**config.mk**
```make
export PLATFORM = sky130hd
export DESIGN_NAME = bsx_scaled_adder
export DESIGN_NICKNAME = d
export VERILOG_FILES = /design/src/rtl/bsx_pkg.sv /design/src/rtl/bsx_framer.sv /design/src/rtl/bsx_delay.sv /design/src/rtl/bsx_stage.sv /design/src/rtl/bsx_scaled_adder.sv
export SDC_FILE = /design/constraint.sdc
export NUM_CORES = 1
export LEC_CHECK = 0
export ABC_CLOCK_PERIOD_IN_PS = 3400
export BUFFER_PORTS_ARGS = -buffer_cell sky130_fd_sc_hd__buf_2
export CELL_PAD_IN_SITES_DETAIL_PLACEMENT = 1
export CELL_PAD_IN_SITES_GLOBAL_PLACEMENT = 1
export CORE_AREA = 3 3 40 42
export DETAILED_ROUTE_END_ITERATION = 7
export DIE_AREA = 0 0 43 45
export PLACE_DENSITY_LB_ADDON = 0.1
export SLEW_MARGIN = 10
export SYNTH_ARGS = -nofsm -noshare
export SYNTH_HDL_FRONTEND = slang
export SYNTH_SLANG_ARGS = --single-unit
```
**constraint.sdc**
```tcl
create_clock -name clk -period 3.4 [get_ports clk]
set_clock_uncertainty 0.15 [all_clocks]
set_input_delay 0.34 -clock clk [delete_from_list [all_inputs] [get_ports clk]]
set_output_delay 0.34 -clock clk [all_outputs]
set_load 0.01 [all_outputs]
```
**src/rtl/bsx_pkg.sv**
```systemverilog
package bsx_pkg;

    // Control decoded from the input-frame phase.
    typedef struct packed {
        logic word_start; // input LSB due this cycle
        logic extend;     // scaled term repeats its held bit
        logic carry_clr;  // output word bit 0 is being summed
    } bsx_ctl_t;

    // State produced by one bit of serial addition.
    typedef struct packed {
        logic sum;
        logic carry;
    } bsx_add_t;

    function automatic bsx_ctl_t bsx_decode(input int phase, input int k);
        bsx_ctl_t c;
        c.word_start = (phase == 0);
        c.extend     = (phase < k);
        c.carry_clr  = (phase == k);
        return c;
    endfunction

    function automatic bsx_add_t bsx_full_add(input logic x, input logic y, input logic ci);
        bsx_add_t r;
        r.sum   = x ^ y ^ ci;
        r.carry = (x & y) | (x & ci) | (y & ci);
        return r;
    endfunction

    // Cycles from an input bit to the matching output bit.
    function automatic int bsx_latency(input int k);
        return k + 1;
    endfunction

endpackage

```
**src/rtl/bsx_framer.sv**
```systemverilog
module bsx_framer
    import bsx_pkg::*;
#(
    parameter int W = 12,
    parameter int K = 2
) (
    input  logic     clk,
    input  logic     rst,
    output bsx_ctl_t ctl
);
    localparam int PW = (W > 1) ? $clog2(W) : 1;
    localparam logic [PW-1:0] LAST = PW'(W - 1);

    logic [PW-1:0] phase_q;

    always_ff @(posedge clk) begin
        if (rst)                 phase_q <= '0;
        else if (phase_q == LAST) phase_q <= '0;
        else                     phase_q <= phase_q + 1'b1;
    end

    always_comb ctl = bsx_decode(int'(phase_q), K);

    p_phase_range_r1: assert property (@(posedge clk) disable iff (rst)
        int'(phase_q) < W);
    p_sync_gap_r1: assert property (@(posedge clk) disable iff (rst)
        ctl.word_start |=> !ctl.word_start);
    p_wrap_r1: assert property (@(posedge clk) disable iff (rst)
        (phase_q == LAST) |=> ctl.word_start);
endmodule

```
**src/rtl/bsx_delay.sv**
```systemverilog
module bsx_delay #(
    parameter int DEPTH = 2
) (
    input  logic clk,
    input  logic rst,
    input  logic din,
    output logic dout
);
    generate
        if (DEPTH == 0) begin : g_wire
            assign dout = din;
        end else begin : g_line
            logic [DEPTH-1:0] sr_q;
            always_ff @(posedge clk) begin
                if (rst) begin
                    sr_q <= '0;
                end else begin
                    sr_q[0] <= din;
                    for (int i = 1; i < DEPTH; i++) sr_q[i] <= sr_q[i-1];
                end
            end
            assign dout = sr_q[DEPTH-1];
        end
    endgenerate
endmodule

```
**src/rtl/bsx_stage.sv**
```systemverilog
module bsx_stage
    import bsx_pkg::*;
(
    input  logic     clk,
    input  logic     rst,
    input  bsx_ctl_t ctl,
    input  logic     a_dly,
    input  logic     b_bit,
    output logic     y_bit,
    output logic     y_sof
);
    logic     hold_q;
    logic     carry_q;
    logic     y_q;
    logic     sof_q;
    logic     term;
    logic     cin;
    bsx_add_t fa;

    // Scaled term: live operand bit, or the held sign while extending.
    always_comb begin
        term = ctl.extend ? hold_q : b_bit;
        cin  = ctl.carry_clr ? 1'b0 : carry_q;
        fa   = bsx_full_add(a_dly, term, cin);
    end

    always_ff @(posedge clk) begin
        if (rst) begin
            hold_q  <= 1'b0;
            carry_q <= 1'b0;
            y_q     <= 1'b0;
            sof_q   <= 1'b0;
        end else begin
            hold_q  <= term;
            carry_q <= fa.carry;
            y_q     <= fa.sum;
            sof_q   <= ctl.carry_clr;
        end
    end

    assign y_bit = y_q;
    assign y_sof = sof_q;

    p_carry_fresh_r4: assert property (@(posedge clk) disable iff (rst)
        ctl.carry_clr |=> (carry_q == $past(a_dly & term)));
    p_hold_steady_r5: assert property (@(posedge clk) disable iff (rst)
        (ctl.extend && !ctl.word_start) |-> $stable(hold_q));
    p_sof_single_r3: assert property (@(posedge clk) disable iff (rst)
        y_sof |=> !y_sof);
endmodule

```
**src/rtl/bsx_scaled_adder.sv**
```systemverilog
module bsx_scaled_adder
    import bsx_pkg::*;
#(
    parameter int W = 12,
    parameter int K = 2
) (
    input  logic clk,
    input  logic rst,
    input  logic a_bit,
    input  logic b_bit,
    output logic word_sync,
    output logic y_bit,
    output logic y_sof
);
    localparam int LAT = bsx_latency(K);

    bsx_ctl_t ctl;
    logic     a_dly;

    bsx_framer #(.W(W), .K(K)) u_framer (
        .clk (clk),
        .rst (rst),
        .ctl (ctl)
    );

    bsx_delay #(.DEPTH(K)) u_align (
        .clk  (clk),
        .rst  (rst),
        .din  (a_bit),
        .dout (a_dly)
    );

    bsx_stage u_stage (
        .clk   (clk),
        .rst   (rst),
        .ctl   (ctl),
        .a_dly (a_dly),
        .b_bit (b_bit),
        .y_bit (y_bit),
        .y_sof (y_sof)
    );

    assign word_sync = ctl.word_start;

    initial begin
        assert (K >= 0 && K < W && W >= 2 && LAT == K + 1)
            else $error("bsx_scaled_adder: need W >= 2 and 0 <= K < W");
    end

    p_reset_quiet_r6: assert property (@(posedge clk)
        rst |=> (!y_bit && !y_sof));
endmodule

```
==> impl_metrics.toml, run 1 <==
[timing]
fmax_mhz = 503
layout_min_cycle_time_ns = 1.99
finalSetupViolations = 0
setup_slack_ns = 1.41
rsz0062_at_grt = "false"
slew_violations = 0
relSlewSlack = 0.824
setup_tns_ns = 0
hold_viol_final = 0
whs_ns = 0.141
fin_crit_sh = 0.585
worstMarginPinSlew_ns = 0.257

[routing]
vias = 337
firstDrtPassIters = 2
ant_nets = 0
wl_met2_microns = 448
routed.top_layer = "met4"
viasPerCell = 4.81
drt-initial-drc-count = 4
wl_microns = 891
met1_length_microns = 390
wl_met3_microns = 31
drc_errors = 0
wl_per_cell_microns = 12.7

[floorplan]
pin_count = 7
dieArea_sq_um = 1940
fp.coreArea_sq_um = 1280
start_util = 0.342
die_h_microns = 45
die_w_microns = 43
rows = 13

[cts]
numClockSinks = 10
cts_made_buffers = 3
ctsHoldBuffers = 0
tritoncts = "yes"
post-cts-setup-buffer-count = 0
cts_resized = 0
root_buffer = "clkbuf_4"
htreeDepth = 1
path_clk_slew_ns = 0.07
clock_latency_ns = 0.26
clock_path_buffers = 2

[layout]
syn_to_final_growth_pct = 18.5
instances_no_fill = 70
fillers = 164
nNetsFinal = 64
drive_above_1_share = 0.218
seqCellArea_sq_um = 200
final_util = 0.405
multi_input_area_sq_um = 216
design_area_sq_um = 520
n_antenna_cell = 0

[yosys]
ys_top_cells_by_area = "dfxtp_1 (46%), ha_1 (11%), mux2i_1 (4.6%)"
ys_warn_count = 0
synth_area_leader_cell = "dfxtp_1"
yosysTopAreaCellShare = 0.456
synth_cell_types = 19
ys_seq_area_frac = 0.456
syn_inst = 46
synth.ff_latch_count = 10
avgSynthCellArea_sq_um = 9.55
netlist_area_sq_um = 439
synth_nets = 54

[placed_design]
place_inst = 66
numPortBuffers = 6
gp_congestion = 0.740
dpl.hpwl_microns = 725
pre_cts_slack_ns = 1.42
dpl_cell_area_sq_um = 484

[global_route]
grt_overflow = 0
gr-usage-all-layers = 0.113
antenna_found_initial = 0
grt_pass1_wl_microns = 1610
grt_max_degree = 10
grt_pass1_vias = 384

[setup_path]
slowest_stage = "or3_1"
crit-reg2reg-launch = "u_framer.phase_q[2]"
critical_path_class = "register to register"
crit_chain = "nor3_2 > mux2i_1 > inv_1 > ha_1 > or3_1 > a21oi_1"
critPathMaxStageDelay_ns = 0.38
worstSetupStartpoint = "u_framer.phase_q[2]"
crit_path_end_kind = "register"
crit_required_ns = 3.44
path_max_fanout = 7
critPathLaunchType = "register"
crit_arrival_ns = 2.03

[status]
outcome = "finished, final reports clean"

[min_path]
hp-class = "input port to register"
min_from = "a_bit"

[job]
max-cap-violations = 0

[power_and_ir_drop]
powerDensity_nw_per_um2 = 515
peakVddDrop_mv = 0.260
finalPower_mw = 0.268
leakagePower_nw = 0.231
-- area by class of cell --
type                            count  area share
Sequential cell                    10       0.385
Tap cell                           15      0.0361
Multi-Input combinational cell     30       0.416
Clock buffer                        4      0.0697
Inverter                            5      0.0361
Timing Repair Buffer                6      0.0577
-- cells in the final DEF (no fill, tap or decap), types with 2 or more instances in the layout --
master and n:
ha_1 4, mux2i_1 2, nor2b_1 2, clkbuf_4 3, dfxtp_1 10, a21oi_1 3, and2_1 3, o21ai_0 2
nor2_1 5, buf_2 6, inv_1 5
-- registers in the layout (all words and copies together), names as in the netlist --
name	cells
u_stage.hold_q	1
u_stage.carry_q	1
u_framer.phase_q	4
u_stage.y_sof	1
u_align.g_line.sr_q	2
u_stage.y_bit	1
-- kinds of logic (layout without fill, tap and decap cells) --
| kind of cell | count (synthesis) | in the layout | synth area share |
|---|---|---|---|
| buffers and inverters | 6 | 15 | 0.0513 |
| adder cells (fa/ha/maj) | 4 | 4 | 0.114 |
| flip-flops | 10 | 10 | 0.456 |
| multiplexers | 2 | 2 | 0.0456 |
| AND/OR/NAND/NOR | 16 | 16 | 0.228 |
| AO/OA/AOI/OAI | 8 | 8 | 0.105 |
-- worst max-delay path: cells and delay by family, from the launching register on --
kind	cells	cell delay, ns
simple gates	2	0.60
flops	1	0.37
mux	1	0.31
fa+ha+maj	1	0.28
compound gates	1	0.14
buf+inv	1	0.07
-- worst paths after layout --
check                                               to  slack [ns]  cells after the start
worst max-delay path                     u_stage.y_bit        1.41                      6
worst min-delay path            u_align.g_line.sr_q[0]        0.14                      2
worst max register to register           u_stage.y_bit        1.41                      6
worst min register to register  u_align.g_line.sr_q[1]        0.30                      1
-- synth_stat cells --
cell type and number:
a21boi_0 1, or3_1 1, nor2b_1 2, nor3b_1 1, nand3b_1 1, nor3_2 1
o21ai_0 2, a21oi_1 3, and3b_2 1, a211oi_1 1, dfxtp_1 10, nor2_1 5
or3b_1 1, a31oi_1 1, and2_1 3, inv_1 5, ha_1 4, mux2i_1 2
clkbuf_1 1
-- metal layers --
layer | vias up | GRT usage
met3 | 4 | 0.0239
met1 | 157 | 0.109
met5 | - | 0
met4 | 0 | 0.0723
li1 | 170 | -
met2 | 6 | 0.219
-- power breakdown --
group | switching (mW) | internal (mW) | leakage [nW]
sequential | 0.00576 | 0.124 | 0.0820
clock | 0.0400 | 0.0650 | 0.0210
combinational | 0.0170 | 0.0159 | 0.128
total | 0.0627 | 0.205 | 0.231
Note: power is estimated with default switching activity, not from simulation.
==> inputs of run 2 (changes only) <==
ABC_CLOCK_PERIOD_IN_PS = 1700   (was 3400)
clock period = 1.7 ns   (was 3.4 ns; I/O delays follow)
==> impl_metrics.toml, run 2 (synthesis gave the netlist of run 1 again) <==
[setup_path]
crit_arrival_ns = 1.81
slowest_stage = "or3_4"
critical_path_class = "register to register"
worstSetupStartpoint = "u_framer.phase_q[1]"
rrSetupSlack_ns = -0.07
r2r_cells = 6
crit_path_end = "u_stage.y_bit"
crit-reg2reg-capture = "u_stage.y_bit"
path_max_fanout = 2
critPathLaunchType = "register"
crit_chain = "nor3_4 > mux2i_1 > inv_1 > ha_4 > or3_4 > a21oi_2"
critPathMaxStageDelay_ns = 0.36
crit-reg2reg-launch = "u_framer.phase_q[1]"
crit_required_ns = 1.74
crit_path_end_kind = "register"

[layout]
n_antenna_cell = 0
design_area_sq_um = 578
top_regs = "u_framer.phase_q (4), u_align.g_line.sr_q (2)"
final_common_cell = "dfxtp_1"
nNetsFinal = 69
largest_register_ffs = 4
syn_to_final_growth_pct = 31.6
final_util = 0.450
drive_above_1_share = 0.356
layout_common_cells = "dfxtp_1 (7), buf_2 (6), inv_1 (5), nor2_1 (5), buf_4 (4)"
regMostFlops = "u_framer.phase_q"
fillers = 157

[floorplan]
fp.coreArea_sq_um = 1280
die_w_microns = 43
rows = 13
dieArea_sq_um = 1940
start_util = 0.342
pin_count = 7
die_h_microns = 45

[cts]
clock_latency_ns = 0.26
tritoncts = "yes"
post-cts-setup-buffer-count = 0
cts_made_buffers = 3
numClockSinks = 10
path_clk_slew_ns = 0.07
root_buffer = "clkbuf_4"
htreeDepth = 1
clock_path_buffers = 2

[status]
outcome = "finished with violations"
violations = "setup timing"

[placed_design]
numPortBuffers = 6
dpl.hpwl_microns = 644
gp_congestion = 0.823
dpl_cell_area_sq_um = 517
pre_cts_slack_ns = -0.120

[global_route]
antenna_found_initial = 0
grt_pass1_vias = 365
grt_pass1_wl_microns = 1520
grt_max_degree = 10
grt_overflow = 0
gr-usage-all-layers = 0.102

[timing]
slew_violations = 0
worstMarginPinSlew_ns = 0.236
layout_min_cycle_time_ns = 1.77
setup_tns_ns = -0.0667
hold_viol_final = 0
fin_crit_sh = 1.04
finalSetupViolations = 1
setup_slack_ns = -0.0667
rsz0062_at_grt = "true"
fmax_mhz = 566
relSlewSlack = 0.842

[routing]
vias = 338
viasPerCell = 4.57
ant_nets = 0
firstDrtPassIters = 2
wl_per_cell_microns = 11.4
drt-initial-drc-count = 4
wl_microns = 847
drc_errors = 0

[power_and_ir_drop]
leakagePower_nw = 0.252
powerDensity_nw_per_um2 = 885
peakVddDrop_mv = 0.407
finalPower_mw = 0.512

[job]
max-cap-violations = 0

[min_path]
hp-class = "input port to register"
run 2: changes by cell type in the layout (fill, tap and decap cells not counted), sizes merged:
cell	previous run	this run
clkbuf	4	3
dlygate4sd3	0	1
buf	6	10
run 2: stage by stage:
stage,hold slack (ns),cells
after floorplan,0.148,46
after global placement,0.232,70
after detailed placement,0.249,70
after CTS,0.0470,74
after global routing,0.0538,74
final,0.0406,74
run 2: timing repair:
action / CTS / global route
hold buffers: 1 / 0
resized for setup: 1 / 4
pin swaps: 3 / 2
endpoints found under the hold margin: 1 / 0
setup endpoints to repair: 1 / 1
run 2: worst min path at each step:
stage / from / endpoint / slack, ns / cells past startpoint
2_1_floorplan: a_bit / u_align.g_line.sr_q[0] / 0.15 / 1
3_3_place_gp: a_bit / u_align.g_line.sr_q[0] / 0.23 / 2
3_5_place_dp: a_bit / u_align.g_line.sr_q[0] / 0.25 / 2
4_1_cts: rst / u_framer.phase_q[3] / 0.05 / 2
5_1_grt: rst / u_stage.y_bit / 0.05 / 2
6_report: rst / u_stage.y_bit / 0.04 / 2
run 2: where the power goes:
group,internal (mW),switching [mW]
clock,0.0815,0.0776
combinational,0.0494,0.0444
sequential,0.250,0.00882
run 2: layout make-up:
cell class / count / area, sq um / share of cell area
repair buffers: 11 / 70.1 / 0.121
inverters: 5 / 18.8 / 0.0325
flip-flops and latches: 10 / 204 / 0.353
clock buffers: 3 / 22.5 / 0.0390
well taps: 15 / 18.8 / 0.0325
multi-input cells: 30 / 244 / 0.422
run 2: worst max-delay path: cells and delay by family (launching register included):
kind                     cells  cell delay (ns)
AO/OA/AOI/OAI                1             0.11
multiplexers                 1             0.25
AND/OR/NAND/NOR              2             0.54
flip-flops                   1             0.34
adder cells (fa/ha/maj)      1             0.22
buffers and inverters        1             0.10
run 2: metal layers:
layer | vias up | part of all wire | GRT usage
met2 | 5 | 0.47 | 0.171
met1 | 154 | 0.49 | 0.128
li1 | 179 | - | -
met5 | - | 0 | 0
met3 | 0 | 0.040 | 0.0239
met4 | 0 | 0 | 0.0361
==> inputs of run 3 (changes only) <==
SYNTH_HIERARCHICAL = 1   (was not set)
==> impl_metrics.toml, run 3 <==
[yosys]
async_reset_ff_frac = 0
synth_edf_count = 0
synth_area_leader_cell = "dfxtp_1"
synth.ff_latch_count = 10
ys_seq_area_frac = 0.488
synth_most_common_cell = "dfxtp_1"
ys_warn_count = 6
synth_cell_types = 16
syn_inst = 39
yosysTopAreaCellShare = 0.488
synth_nets = 47
avgSynthCellArea_sq_um = 10.5
synth_ff_type = "dfxtp_1"
ys_top_cells_by_area = "dfxtp_1 (49%), ha_1 (9.1%), nand2b_1 (6.1%)"
netlist_area_sq_um = 410
synthTopCellsByCount = "dfxtp_1 (10), nand2b_1 (4), nor2b_1 (4)"

[setup_path]
crit_required_ns = 1.70
worstSetupStartpoint = "u_framer/phase_q[0]"
crit_chain = "inv_2 > ha_1 > nor3b_2 > nand2b_4 > fa_1 > nor2_1"
critical_path_class = "register to register"
path_max_fanout = 2
cp_top_family = "adder cells"
crit_arrival_ns = 1.64
slowest_stage = "fa_1"
crit-reg2reg-launch = "u_framer/phase_q[0]"
critPathMaxStageDelay_ns = 0.48
critPathBufInv = 1
critPathLaunchType = "register"
crit_path_end_kind = "register"

[global_route]
grt_pass1_wl_microns = 1330
antenna_found_initial = 0
grt_max_degree = 12
grt_overflow = 0
grt_pass1_vias = 337
gr-usage-all-layers = 0.101

[routing]
drc_errors = 0
viasPerCell = 4.53
drt-initial-drc-count = 3
ant_nets = 0
wl_per_cell_microns = 11.8
wl_microns = 802
firstDrtPassIters = 3
vias = 308

[floorplan]
dieArea_sq_um = 1940
fp.coreArea_sq_um = 1280
pin_count = 7
start_util = 0.319
die_h_microns = 45
rows = 13
die_w_microns = 43

[layout]
n_antenna_cell = 0
regMostFlops = "u_framer/phase_q"
layout_common_cells = "dfxtp_1 (8), buf_2 (6), nor2b_1 (4), buf_4 (4)"
top_regs = "u_framer/phase_q (4), u_align/g_line.sr_q (2)"
final_util = 0.422
syn_to_final_growth_pct = 32.0
drive_above_1_share = 0.358
largest_register_ffs = 4
final_common_cell = "dfxtp_1"
instances_no_fill = 68
nNetsFinal = 63

[timing]
finalSetupViolations = 0
fin_crit_sh = 0.962
fmax_mhz = 612
worstMarginPinSlew_ns = 0.254
setup_tns_ns = 0
hold_viol_final = 0
whs_ns = 0.0630
layout_min_cycle_time_ns = 1.63
rsz0062_at_grt = "false"
slew_violations = 0
relSlewSlack = 0.826

[power_and_ir_drop]
internal-power_mw = 0.372
leakagePower_nw = 0.239
p_switching_mw = 0.118
power_frac_comb = 0.157
seqPwrFrac = 0.528
p_clk_frac = 0.315
p_sw_frac = 0.240
peakVddDrop_mv = 0.403
powerDensity_nw_per_um2 = 903

[cts]
tritoncts = "yes"
numClockSinks = 10
root_buffer = "clkbuf_4"
clock_latency_ns = 0.26
post-cts-setup-buffer-count = 0
clock_path_buffers = 2
path_clk_slew_ns = 0.06
htreeDepth = 1
cts_made_buffers = 3

[status]
outcome = "finished, final reports clean"

[job]
max-cap-violations = 0

[placed_design]
numPortBuffers = 6
gp_congestion = 0.803
dpl.hpwl_microns = 590
place_inst = 64

[min_path]
hp-class = "input port to register"
min_from = "rst"
==> run 3: stage by stage <==
stage	cell area, sq um	setup WS [ns]	power, mW
5_1_grt	542	0.00201	0.524
6_report	542	0.0654	0.489
2_1_floorplan	410	0.0572	0.301
3_3_place_gp	489	0.0902	0.329
4_1_cts	522	0.0174	0.496
3_5_place_dp	489	0.0379	0.334
==> run 3: power groups by stage <==
| stage | combinational [mW] | sequential [mW] | clock, mW |
|---|---|---|---|
| 2_1_floorplan | 0.0357 | 0.265 | 0 |
| 6_report | 0.0771 | 0.258 | 0.154 |
| 5_1_grt | 0.0867 | 0.261 | 0.176 |
| 3_3_place_gp | 0.0685 | 0.260 | 0 |
| 4_1_cts | 0.0751 | 0.256 | 0.165 |
| 3_5_place_dp | 0.0724 | 0.262 | 0 |
==> run 3: cell type report <==
type	count	area, sq um
clock buffer	3	22.5
fill	154	743
inverter	3	11.3
multi-input combinational	26	216
sequential	10	203
tap	15	18.8
timing repair buffer	11	70.1
==> run 3: repair_timing <==
| action | 4_1_cts | 5_1_grt |
|---|---|---|
| endpoints found under the hold margin | 1 | 0 |
| hold buffers | 1 | 0 |
| resized for setup | 0 | 6 |
| setup endpoints to repair | 0 | 1 |
==> run 3: routing by layer <==
metal / up-vias / part of all wire / GRT usage
li1: 158 / - / -
met1: 139 / 0.44 / 0.0983
met2: 9 / 0.46 / 0.165
met3: 2 / 0.084 / 0.0757
met4: 0 / 0.014 / 0.0361
met5: - / 0 / 0
==> run 3: kinds of logic (layout without fill, tap and decap cells) <==
logic type,after synthesis,count (layout),synth area share
compound gates,4,4,0.0640
mux,1,1,0.0244
simple gates,17,17,0.256
flops,10,10,0.488
buf+inv,3,17,0.0274
fa+ha+maj,4,4,0.140
==> run 3: final timing paths <==
path,end,slack [ns],cells after the start
worst max-delay path,u_stage/y_bit,0.07,6
worst min-delay path,u_stage/y_bit,0.06,2
worst max register to register,u_stage/y_bit,0.07,6
worst min register to register,u_align/g_line.sr_q[1],0.29,1
